<file path="config.mk">
export PLATFORM = sky130hd
export DESIGN_NAME = ctl_mbox
export DESIGN_NICKNAME = d
export VERILOG_FILES = /design/src/rtl/ctl_mbox_pkg.sv /design/src/rtl/mbox_rst_sync.sv /design/src/rtl/mbox_tx_buf.sv /design/src/rtl/mbox_rx_fifo.sv /design/src/rtl/ctl_mbox.sv
export SDC_FILE = /design/constraint.sdc
export NUM_CORES = 2
export LEC_CHECK = 0
export BUFFER_PORTS_ARGS = -buffer_cell sky130_fd_sc_hd__buf_4
export CORE_UTILIZATION = 60
export CTS_BUF_LIST = sky130_fd_sc_hd__clkbuf_4 sky130_fd_sc_hd__clkbuf_8
export CTS_CLUSTER_SIZE = 10
export DETAILED_ROUTE_END_ITERATION = 8
export PLACE_DENSITY = 0.78
export SKIP_CTS_REPAIR_TIMING = 1
export SYNTH_ARGS = -nofsm -noshare
export SYNTH_HDL_FRONTEND = slang
export SYNTH_SLANG_ARGS = --single-unit
</file>
<file path="constraint.sdc">
create_clock -name clk -period 7.2 [get_ports clk]
set_input_delay 1.44 -clock clk [delete_from_list [all_inputs] [get_ports clk]]
set_output_delay 1.44 -clock clk [all_outputs]
set_load 0.02 [all_outputs]
</file>
<file path="src/rtl/ctl_mbox_pkg.sv">
package ctl_mbox_pkg;

  // control/status bit positions
  localparam int unsigned REQ_BIT = 0;
  localparam int unsigned POP_BIT = 1;
  localparam int unsigned OVF_BIT = 2;

  // host address regions
  typedef enum logic [1:0] {
    WIN_NONE,
    WIN_CTRL,
    WIN_TX,
    WIN_RX
  } win_e;

endpackage

</file>
<file path="src/rtl/mbox_rst_sync.sv">
module mbox_rst_sync (
  input  logic clk,
  input  logic arst_n,
  output logic rst_n_o
);

  logic [1:0] sync_q;

  always_ff @(posedge clk or negedge arst_n) begin
    if (!arst_n) begin
      sync_q <= 2'b00;
    end else begin
      sync_q <= {sync_q[0], 1'b1};
    end
  end

  assign rst_n_o = sync_q[1];

endmodule

</file>
<file path="src/rtl/mbox_tx_buf.sv">
module mbox_tx_buf #(
  parameter int unsigned DATA_W     = 8,
  parameter int unsigned CELL_BYTES = 56
) (
  input  logic                             clk,
  input  logic                             rst_n,
  input  logic                             wr_en,
  input  logic [$clog2(CELL_BYTES)-1:0]    wr_idx,
  input  logic [DATA_W-1:0]                wr_data,
  input  logic                             start,
  output logic                             busy,
  output logic                             out_valid,
  input  logic                             out_ready,
  output logic [DATA_W-1:0]                out_data,
  output logic                             out_last
);

  localparam int unsigned IDX_W = $clog2(CELL_BYTES);
  localparam logic [IDX_W-1:0] LAST_IDX = IDX_W'(CELL_BYTES - 1);

  logic [DATA_W-1:0] mem [CELL_BYTES];
  logic              busy_q, busy_d;
  logic [IDX_W-1:0]  idx_q, idx_d;
  logic              fire, at_last, mem_we;

  assign at_last = (idx_q == LAST_IDX);
  assign fire    = busy_q && out_ready;
  // loading is locked while a request is pending
  assign mem_we  = wr_en && !busy_q;

  always_comb begin
    busy_d = busy_q;
    idx_d  = idx_q;
    if (busy_q) begin
      if (fire) begin
        if (at_last) begin
          busy_d = 1'b0;
          idx_d  = '0;
        end else begin
          idx_d  = idx_q + 1'b1;
        end
      end
    end else if (start) begin
      busy_d = 1'b1;
      idx_d  = '0;
    end
  end

  always_ff @(posedge clk or negedge rst_n) begin
    if (!rst_n) begin
      busy_q <= 1'b0;
      idx_q  <= '0;
    end else begin
      busy_q <= busy_d;
      idx_q  <= idx_d;
    end
  end

  always_ff @(posedge clk) begin
    if (mem_we) begin
      mem[wr_idx] <= wr_data;
    end
  end

  assign busy      = busy_q;
  assign out_valid = busy_q;
  assign out_data  = busy_q ? mem[idx_q] : '0;
  assign out_last  = busy_q && at_last;

endmodule

</file>
<file path="src/rtl/mbox_rx_fifo.sv">
module mbox_rx_fifo #(
  parameter int unsigned DATA_W     = 8,
  parameter int unsigned CELL_BYTES = 52,
  parameter int unsigned CELLS      = 4
) (
  input  logic                          clk,
  input  logic                          rst_n,
  input  logic                          in_valid,
  input  logic [DATA_W-1:0]             in_data,
  input  logic                          pop,
  input  logic [$clog2(CELL_BYTES)-1:0] rd_idx,
  output logic [DATA_W-1:0]             rd_data,
  output logic                          not_empty,
  output logic                          drop
);

  localparam int unsigned BYTE_W = $clog2(CELL_BYTES);
  localparam int unsigned SLOT_W = (CELLS > 1) ? $clog2(CELLS) : 1;
  localparam int unsigned CNT_W  = $clog2(CELLS + 1);
  localparam int unsigned MEM_N  = CELLS * CELL_BYTES;
  localparam int unsigned MEM_W  = $clog2(MEM_N);
  localparam logic [BYTE_W-1:0] LAST_BYTE = BYTE_W'(CELL_BYTES - 1);
  localparam logic [SLOT_W-1:0] LAST_SLOT = SLOT_W'(CELLS - 1);
  localparam logic [CNT_W-1:0]  FULL_CNT  = CNT_W'(CELLS);

  logic [DATA_W-1:0] mem [MEM_N];

  logic [BYTE_W-1:0] byte_q, byte_d;
  logic [SLOT_W-1:0] wslot_q, wslot_d;
  logic [SLOT_W-1:0] rslot_q, rslot_d;
  logic [CNT_W-1:0]  cnt_q, cnt_d;
  logic              skip_q, skip_d;

  logic              first, full, keep, cell_end, commit, do_pop, mem_we;
  logic [MEM_W-1:0]  waddr, raddr;

  assign first    = (byte_q == '0);
  assign full     = (cnt_q == FULL_CNT);
  // keep decision is made on the first byte and held for the rest of the cell
  assign keep     = first ? !full : !skip_q;
  assign cell_end = in_valid && (byte_q == LAST_BYTE);
  assign commit   = cell_end && keep;
  assign do_pop   = pop && (cnt_q != '0);
  assign mem_we   = in_valid && keep;
  assign drop     = in_valid && first && full;

  assign waddr = MEM_W'(wslot_q) * MEM_W'(CELL_BYTES) + MEM_W'(byte_q);
  assign raddr = MEM_W'(rslot_q) * MEM_W'(CELL_BYTES) + MEM_W'(rd_idx);

  always_comb begin
    byte_d  = byte_q;
    skip_d  = skip_q;
    wslot_d = wslot_q;
    rslot_d = rslot_q;
    cnt_d   = cnt_q;
    if (in_valid) begin
      byte_d = cell_end ? '0 : byte_q + 1'b1;
      if (first) begin
        skip_d = full;
      end
    end
    if (commit) begin
      wslot_d = (wslot_q == LAST_SLOT) ? '0 : wslot_q + 1'b1;
    end
    if (do_pop) begin
      rslot_d = (rslot_q == LAST_SLOT) ? '0 : rslot_q + 1'b1;
    end
    case ({commit, do_pop})
      2'b10:   cnt_d = cnt_q + 1'b1;
      2'b01:   cnt_d = cnt_q - 1'b1;
      default: cnt_d = cnt_q;
    endcase
  end

  always_ff @(posedge clk or negedge rst_n) begin
    if (!rst_n) begin
      byte_q  <= '0;
      skip_q  <= 1'b0;
      wslot_q <= '0;
      rslot_q <= '0;
      cnt_q   <= '0;
    end else begin
      byte_q  <= byte_d;
      skip_q  <= skip_d;
      wslot_q <= wslot_d;
      rslot_q <= rslot_d;
      cnt_q   <= cnt_d;
    end
  end

  always_ff @(posedge clk) begin
    if (mem_we) begin
      mem[waddr] <= in_data;
    end
  end

  assign not_empty = (cnt_q != '0);
  assign rd_data   = (not_empty && (rd_idx <= LAST_BYTE)) ? mem[raddr] : '0;

endmodule

</file>
<file path="src/rtl/ctl_mbox.sv">
module ctl_mbox
  import ctl_mbox_pkg::*;
#(
  parameter int unsigned ADDR_W    = 8,
  parameter int unsigned DATA_W    = 8,
  parameter int unsigned TX_BYTES  = 56,
  parameter int unsigned RX_BYTES  = 52,
  parameter int unsigned RX_CELLS  = 4,
  parameter int unsigned CTRL_ADDR = 'h10,
  parameter int unsigned TX_BASE   = 'hA0,
  parameter int unsigned RX_BASE   = 'h60
) (
  input  logic              clk,
  input  logic              arst_n,
  input  logic              host_we,
  input  logic [ADDR_W-1:0] host_addr,
  input  logic [DATA_W-1:0] host_wdata,
  output logic [DATA_W-1:0] host_rdata,
  input  logic              cin_valid,
  input  logic [DATA_W-1:0] cin_data,
  output logic              cout_valid,
  input  logic              cout_ready,
  output logic [DATA_W-1:0] cout_data,
  output logic              cout_last
);

  localparam int unsigned TX_IDX_W = $clog2(TX_BYTES);
  localparam int unsigned RX_IDX_W = $clog2(RX_BYTES);

  logic              rst_n;
  win_e              win;
  logic [ADDR_W-1:0] tx_off, rx_off;
  logic              tx_wr, ctrl_wr, tx_start, rx_pop, ovf_clr;
  logic              tx_busy, rx_not_empty, rx_drop;
  logic [DATA_W-1:0] rx_rd_data;
  logic              ovf_q, ovf_d;

  mbox_rst_sync u_rst (
    .clk     (clk),
    .arst_n  (arst_n),
    .rst_n_o (rst_n)
  );

  // address decode
  assign tx_off = host_addr - ADDR_W'(TX_BASE);
  assign rx_off = host_addr - ADDR_W'(RX_BASE);

  always_comb begin
    if (host_addr == ADDR_W'(CTRL_ADDR)) begin
      win = WIN_CTRL;
    end else if ((host_addr >= ADDR_W'(TX_BASE)) && (tx_off < ADDR_W'(TX_BYTES))) begin
      win = WIN_TX;
    end else if ((host_addr >= ADDR_W'(RX_BASE)) && (rx_off < ADDR_W'(RX_BYTES))) begin
      win = WIN_RX;
    end else begin
      win = WIN_NONE;
    end
  end

  assign tx_wr    = host_we && (win == WIN_TX);
  assign ctrl_wr  = host_we && (win == WIN_CTRL);
  assign tx_start = ctrl_wr && host_wdata[REQ_BIT];
  assign rx_pop   = ctrl_wr && host_wdata[POP_BIT];
  assign ovf_clr  = ctrl_wr && host_wdata[OVF_BIT];

  mbox_tx_buf #(
    .DATA_W     (DATA_W),
    .CELL_BYTES (TX_BYTES)
  ) u_tx (
    .clk       (clk),
    .rst_n     (rst_n),
    .wr_en     (tx_wr),
    .wr_idx    (tx_off[TX_IDX_W-1:0]),
    .wr_data   (host_wdata),
    .start     (tx_start),
    .busy      (tx_busy),
    .out_valid (cout_valid),
    .out_ready (cout_ready),
    .out_data  (cout_data),
    .out_last  (cout_last)
  );

  mbox_rx_fifo #(
    .DATA_W     (DATA_W),
    .CELL_BYTES (RX_BYTES),
    .CELLS      (RX_CELLS)
  ) u_rx (
    .clk       (clk),
    .rst_n     (rst_n),
    .in_valid  (cin_valid),
    .in_data   (cin_data),
    .pop       (rx_pop),
    .rd_idx    (rx_off[RX_IDX_W-1:0]),
    .rd_data   (rx_rd_data),
    .not_empty (rx_not_empty),
    .drop      (rx_drop)
  );

  // sticky overflow: a new drop wins over a clear in the same cycle
  always_comb begin
    ovf_d = ovf_q;
    if (rx_drop) begin
      ovf_d = 1'b1;
    end else if (ovf_clr) begin
      ovf_d = 1'b0;
    end
  end

  always_ff @(posedge clk or negedge rst_n) begin
    if (!rst_n) begin
      ovf_q <= 1'b0;
    end else begin
      ovf_q <= ovf_d;
    end
  end

  // read mux
  always_comb begin
    host_rdata = '0;
    case (win)
      WIN_CTRL: begin
        host_rdata[REQ_BIT] = tx_busy;
        host_rdata[POP_BIT] = rx_not_empty;
        host_rdata[OVF_BIT] = ovf_q;
      end
      WIN_RX:   host_rdata = rx_rd_data;
      default:  host_rdata = '0;
    endcase
  end

endmodule

</file>
### Word level (Yosys, flattened, before mapping)

Memories as Yosys holds them, arrays and structs flattened.
Cells that the tools add are included.

* flip-flop bits (word level): 24
* memory bits (writable): 2112
* input port bits: 29
* output and inout port bits: 18
* memories kept: 2

* add/subtract/negate cells: 10
* multiply operators: 2
* $lt $le $gt $ge: 5
* equal/unequal tests: 12
* muxes and demuxes: 26
* reduce and logical (&&, ||, !) cells: 27

Memories
* u_rx.mem: depth 208, bits a word 8, rd ports 1, clocked after Yosys merged registers in 0, wr ports 1, RTL line mbox_rx_fifo.sv:26 `logic [DATA_W-1:0] mem [MEM_N];`
* u_tx.mem: depth 56, bits a word 8, rd ports 1, clocked after Yosys merged registers in 0, wr ports 1, RTL line mbox_tx_buf.sv:21 `logic [DATA_W-1:0] mem [CELL_BYTES];`

Operators by type and width (count)
* 6-bit 2-to-1 mux: 5
* 1-bit logical AND: 17
* 8-bit by 6-bit adder with 8-bit output: 2
* 8-bit by 6-bit less-than comparator with 1-bit output, second input constant: 2
* 8-bit 2-to-1 mux: 2
* 6-bit by 1-bit adder with 6-bit output, second input constant: 2
* 6-bit == test, second input constant: 2
* 2-bit by 4-bit multiplier with 6-bit output, second input constant: 2
* 3-bit case mux with 2 select lines: 2
* 1-bit 2-to-1 mux: 11
* 2-bit == test, second input constant: 5
* 2-bit 2-to-1 mux: 5
* 8-bit by 5-bit == test with 1-bit output, second input constant: 1
* 8-bit by 7-bit >= comparator with 1-bit output, second input constant: 1
* 8-bit >= comparator, second input constant: 1
* 8-bit by 7-bit subtractor with 8-bit output, second input constant: 1
* 8-bit subtractor, second input constant: 1
* 6-bit less-or-equal comparator, second input constant: 1
* 6-bit zero test: 1
* 2-bit nonzero test: 3
* 5-bit 2-to-1 mux: 1
* 2-bit by 1-bit adder with 2-bit output, second input constant: 2
* 2-bit by 1-bit == test with 1-bit output, second input constant: 2
* 2-bit AND reduction: 2
* other kinds (6): 8

### Logic depth before layout (Yosys ltp)

* word-level depth: 12
* depth in mapped cells: 14
* mapped depth without buffers: 12

### Hierarchy

A second synthesis with hierarchy kept.

* cell total of the unflattened synthesis: 3981
* area, all modules: 83735.3 sq um

Modules (own cells, without submodules)
* mbox_rx_fifo: times used 1, cells each 3058, area each 65496.6 sq um
* mbox_tx_buf: times used 1, cells each 888, area each 17907.2 sq um
* ctl_mbox: times used 1, cells each 32, area each 277.8 sq um
* mbox_rst_sync: times used 1, cells each 3, area each 53.8 sq um

### Worst setup path before layout

OpenSTA, ideal clock, no wires.

* kind: in2out
* start: input host_addr[3]
* end: output host_rdata[4]
* arrival: 4.734 ns
* path slack: 1.026 ns
* cell stages on the path: 12
* path buffers: 6
* cell sequence: clkbuf_1 -> inv_1 -> fa_1 -> clkbuf_1 -> buf_2 -> buf_2 -> clkbuf_1 -> clkbuf_1 -> mux4_2 -> nand2_1 -> and3_1 -> a211oi_1

* word-level cells in the longest chain between the ends: 8

RTL lines
* start: declaration: RTL line ctl_mbox.sv:16 `input logic [ADDR_W-1:0] host_addr,`
* parallel branches: the longest is 7 deep, another holds 8-bit by 7-bit subtractor with 8-bit output
* 5-bit 2-to-1 mux *: RTL line ctl_mbox.sv:120 `case (win)`
* end: declaration: RTL line ctl_mbox.sv:18 `output logic [DATA_W-1:0] host_rdata,`

Mark *: on every way between the ends.

### Worst setup path after layout

* start: input host_addr[2]
* end: output host_rdata[5]

The elaborated chain is that of the path after synthesis.

==> results.md <==
- Status: finished clean
- WHS: 0.226 ns
- Post-synth EDFFs: 2112
- Routed wire length: 192 mm
- DR WL met2: 91.5 mm
- Overflow left after global routing: 0
- Remaining DRCs: 0
- Routed length per instance: 30.9 µm
- Total Routing Usage GR: 27.6%
- Largest net degree at the start of global routing: 128
- Yosys cell types: 61
- Register bit total from synthesis: 2136
- Worst Max-Slew Pin Slew: 1.17 ns
- Final non-filler cell total: 6232
- Post-Syn Nets: 3927
- Drt pass-1 iters: 9
- Fmax achieved: 0.146 GHz
- Ys Warns: 0
- Setup TNS: 0 ns
- Vias per cell: 6.66
- Kind of critical path: input port to primary output
- Area Growth Syn to Fin: 10.9%
- Htree depth: 5
- Detailed placement HPWL: 118 mm
- Number of buffers created by CTS: 340
- Crit path launch type: input port
- Synth area leader: edfxtp_1
- Chip height: 375 µm
- Crit end category: primary output
- Layout cells sized above 1: 28.4%
- Syn Inst Count: 3872
- Core area: 138000 µm²
- Placed insts: 5657
- Met3 WL: 21.2 mm
- Pwr dens: 279 nW/µm²
- Worst Skew: 0.0702 ns
- Fin crit share: 95.3%
- Clock tree buffer depth: 4
- RSZ-0062 raised after global routing: no
- Full die area: 141000 µm²
- Final hold violations: 0
- Filler cells: 8233
- Post-Layout Inst Area: 92800 µm²
- Placed cell areas: 86500 µm²
- Worst VDD drop: 0.298 mV
- CTS root buffer: clkbuf_8
- Worst hold-check path type: input port to asynchronous set/reset pin
- Top-area cell type share of the netlist area: 75.8%
- Initial Util: 60.6%
- Crit Path Max Fanout: 29
- CTS tree: yes
- Die Wd: 375 µm
- Final core utilization: 67.2%
- Top FF cell, synth: edfxtp_1
- Final net count: 4191
- Post-route minimum period: 6.86 ns
- Post-synthesis cell area: 83700 µm²
- Routed Antenna Nets: 0
- Antenna violations before repair: 11
- Vias in the first global route: 41100
- Crit path DAT: 5.42 ns
- Met1 wire length: 71.4 mm
- Asr flop ratio synth: 1.12%
- Clock Latency Late Sink: 1.02 ns
- MaxCap Viol Count: 0
- Synth top area cells: edfxtp_1 76%, mux4_2 16%, nor2_1 1.4%
- Syn avg cell area: 21.6 µm²
- Max-slew violation count: 0
- Relative slew slack: 21.4%
- Post-synthesis sequential area ratio: 76.5%
- Clk slew on worst S/H paths: 0.06 ns
- Clock sinks: 2136
- First-pass GRT wire length: 280 mm
- Req. time, crit path: 5.76 ns
- Leakage Power: 28.9 nW
- I/O pins: 47
- Vias: 41500
- Number of core rows: 136
- Routability congestion estimate from global placement: 0.943
- IO buf count: 46
- Top layer in use: met5
- # setup viols final: 0
- Number of DRC markers in iteration 0: 5706
-- layout make-up --
class,instances,area [µm²],share of cell area [%]
Timing Repair Buffer,142,1360,1.47
Inverter,22,82.6,0.0890
Clock inverter,124,777,0.838
Antenna cell,8,20.0,0.0216
Sequential cell,2136,64000,69.0
Clock buffer,443,5500,5.93
Tap cell,1863,2330,2.51
Multi-Input combinational cell,1494,18700,20.1
-- sequential cells by signal, indices dropped and copies added (netlist names) --
| register | cells |
|---|---|
| u_rst.sync_q | 2 |
| u_tx.idx_q | 6 |
| u_rx.skip_q | 1 |
| u_rx.byte_q | 6 |
| u_tx.busy | 1 |
| u_rx.wslot_q | 2 |
| u_rx.cnt_q | 3 |
| u_rx.mem | 1664 |
| u_tx.mem | 448 |
| u_rx.rslot_q | 2 |
| ovf_q | 1 |
-- metal layers --
metal | track usage, % | up-vias
met3 | 6.63 | 503
met2 | 42.2 | 2764
li1 | - | 16800
met5 | 0 | -
met4 | 11.8 | 10
met1 | 38.8 | 21400
-- stage by stage --
step	setup WS [ns]	power [W]
finish	0.341	0.0259
global route	0.378	0.0265
CTS	0.545	0.0259
detailed placement	0.556	0.0163
global placement	0.655	0.0163
floorplan	1.03	0.0155
-- critical path, cell delays in order --
cell	delay [ns]
buf_4	0.15
ha_4	0.16
inv_1	0.05
fa_4	1.06
buf_4	0.51
mux4_2	0.37
a32o_1	0.28
nor4_1	0.79
a211oi_1	0.31
buf_4	0.26
-- placed cells by master, fill, tap and decap left out, types with 10 or more instances in the layout --
master / instances
nor3_1: 12
o21ai_0: 41
nand3_1: 42
and3_1: 16
clkinv_2: 26
o22ai_1: 12
buf_12: 20
inv_1: 22
o211ai_1: 11
buf_4: 112
clkbuf_4: 95
clkbuf_8: 348
clkinv_1: 78
nand2_1: 72
dfrtp_1: 22
nor2b_1: 19
a21oi_1: 21
ha_1: 22
nor2_1: 310
a221oi_1: 38
mux2i_1: 92
a211oi_1: 11
mux2_2: 12
mux4_2: 577
and2_1: 11
a22oi_1: 41
a32o_1: 11
edfxtp_1: 2112
clkinvlp_4: 10
-- Yosys cell counts, types with 22 or more instances --
| cell | number |
|---|---|
| clkbuf_1 | 115 |
| a22oi_1 | 41 |
| nor2_1 | 311 |
| a221oi_1 | 38 |
| nand3_1 | 42 |
| inv_1 | 22 |
| dfrtp_1 | 24 |
| nand2_1 | 76 |
| o21ai_0 | 41 |
| mux2i_1 | 92 |
| buf_1 | 24 |
| buf_2 | 68 |
| edfxtp_1 | 2112 |
| mux4_2 | 577 |
| ha_1 | 23 |
-- final timing paths --
kind | start | to | slack, ns | cells after the start
min in group clk | u_rst.sync_q[0] | u_rst.sync_q[1] | 0.38 | 0
worst max register to register | u_rx.wslot_q[0] | u_rx.mem[62][6] | 2.33 | 9
worst max-delay path | host_addr[2] | host_rdata[5] | 0.34 | 10
worst min register to register | u_rst.sync_q[0] | u_rst.sync_q[1] | 0.38 | 0
worst min-delay path | arst_n | u_rst.sync_q[0] | 0.23 | 1
max in group asynchronous | u_rst.sync_q[1] | u_tx.idx_q[1] | 5.87 | 0
-- cells by family after synthesis --
| kind of cell | Yosys count | share of synthesized area [%] |
|---|---|---|
| and+or+nand+nor | 535 | 2.80 |
| adders and majority gates | 26 | 0.416 |
| xor gates and xnor gates | 18 | 0.188 |
| AOI/OAI and AO/OA | 233 | 2.03 |
| DFF | 2136 | 76.5 |
| muxes | 681 | 16.8 |
| other | 1 | 0.00448 |
| buffers and inverters | 242 | 1.27 |
-- power by group --
group          total, W  switching (W)  internal [W]
logic           0.00220        0.00129      0.000909
registers        0.0139       0.000139        0.0138
clock network   0.00979        0.00452       0.00527
total            0.0259        0.00595        0.0199
Power figures use the tool's default switching activity.
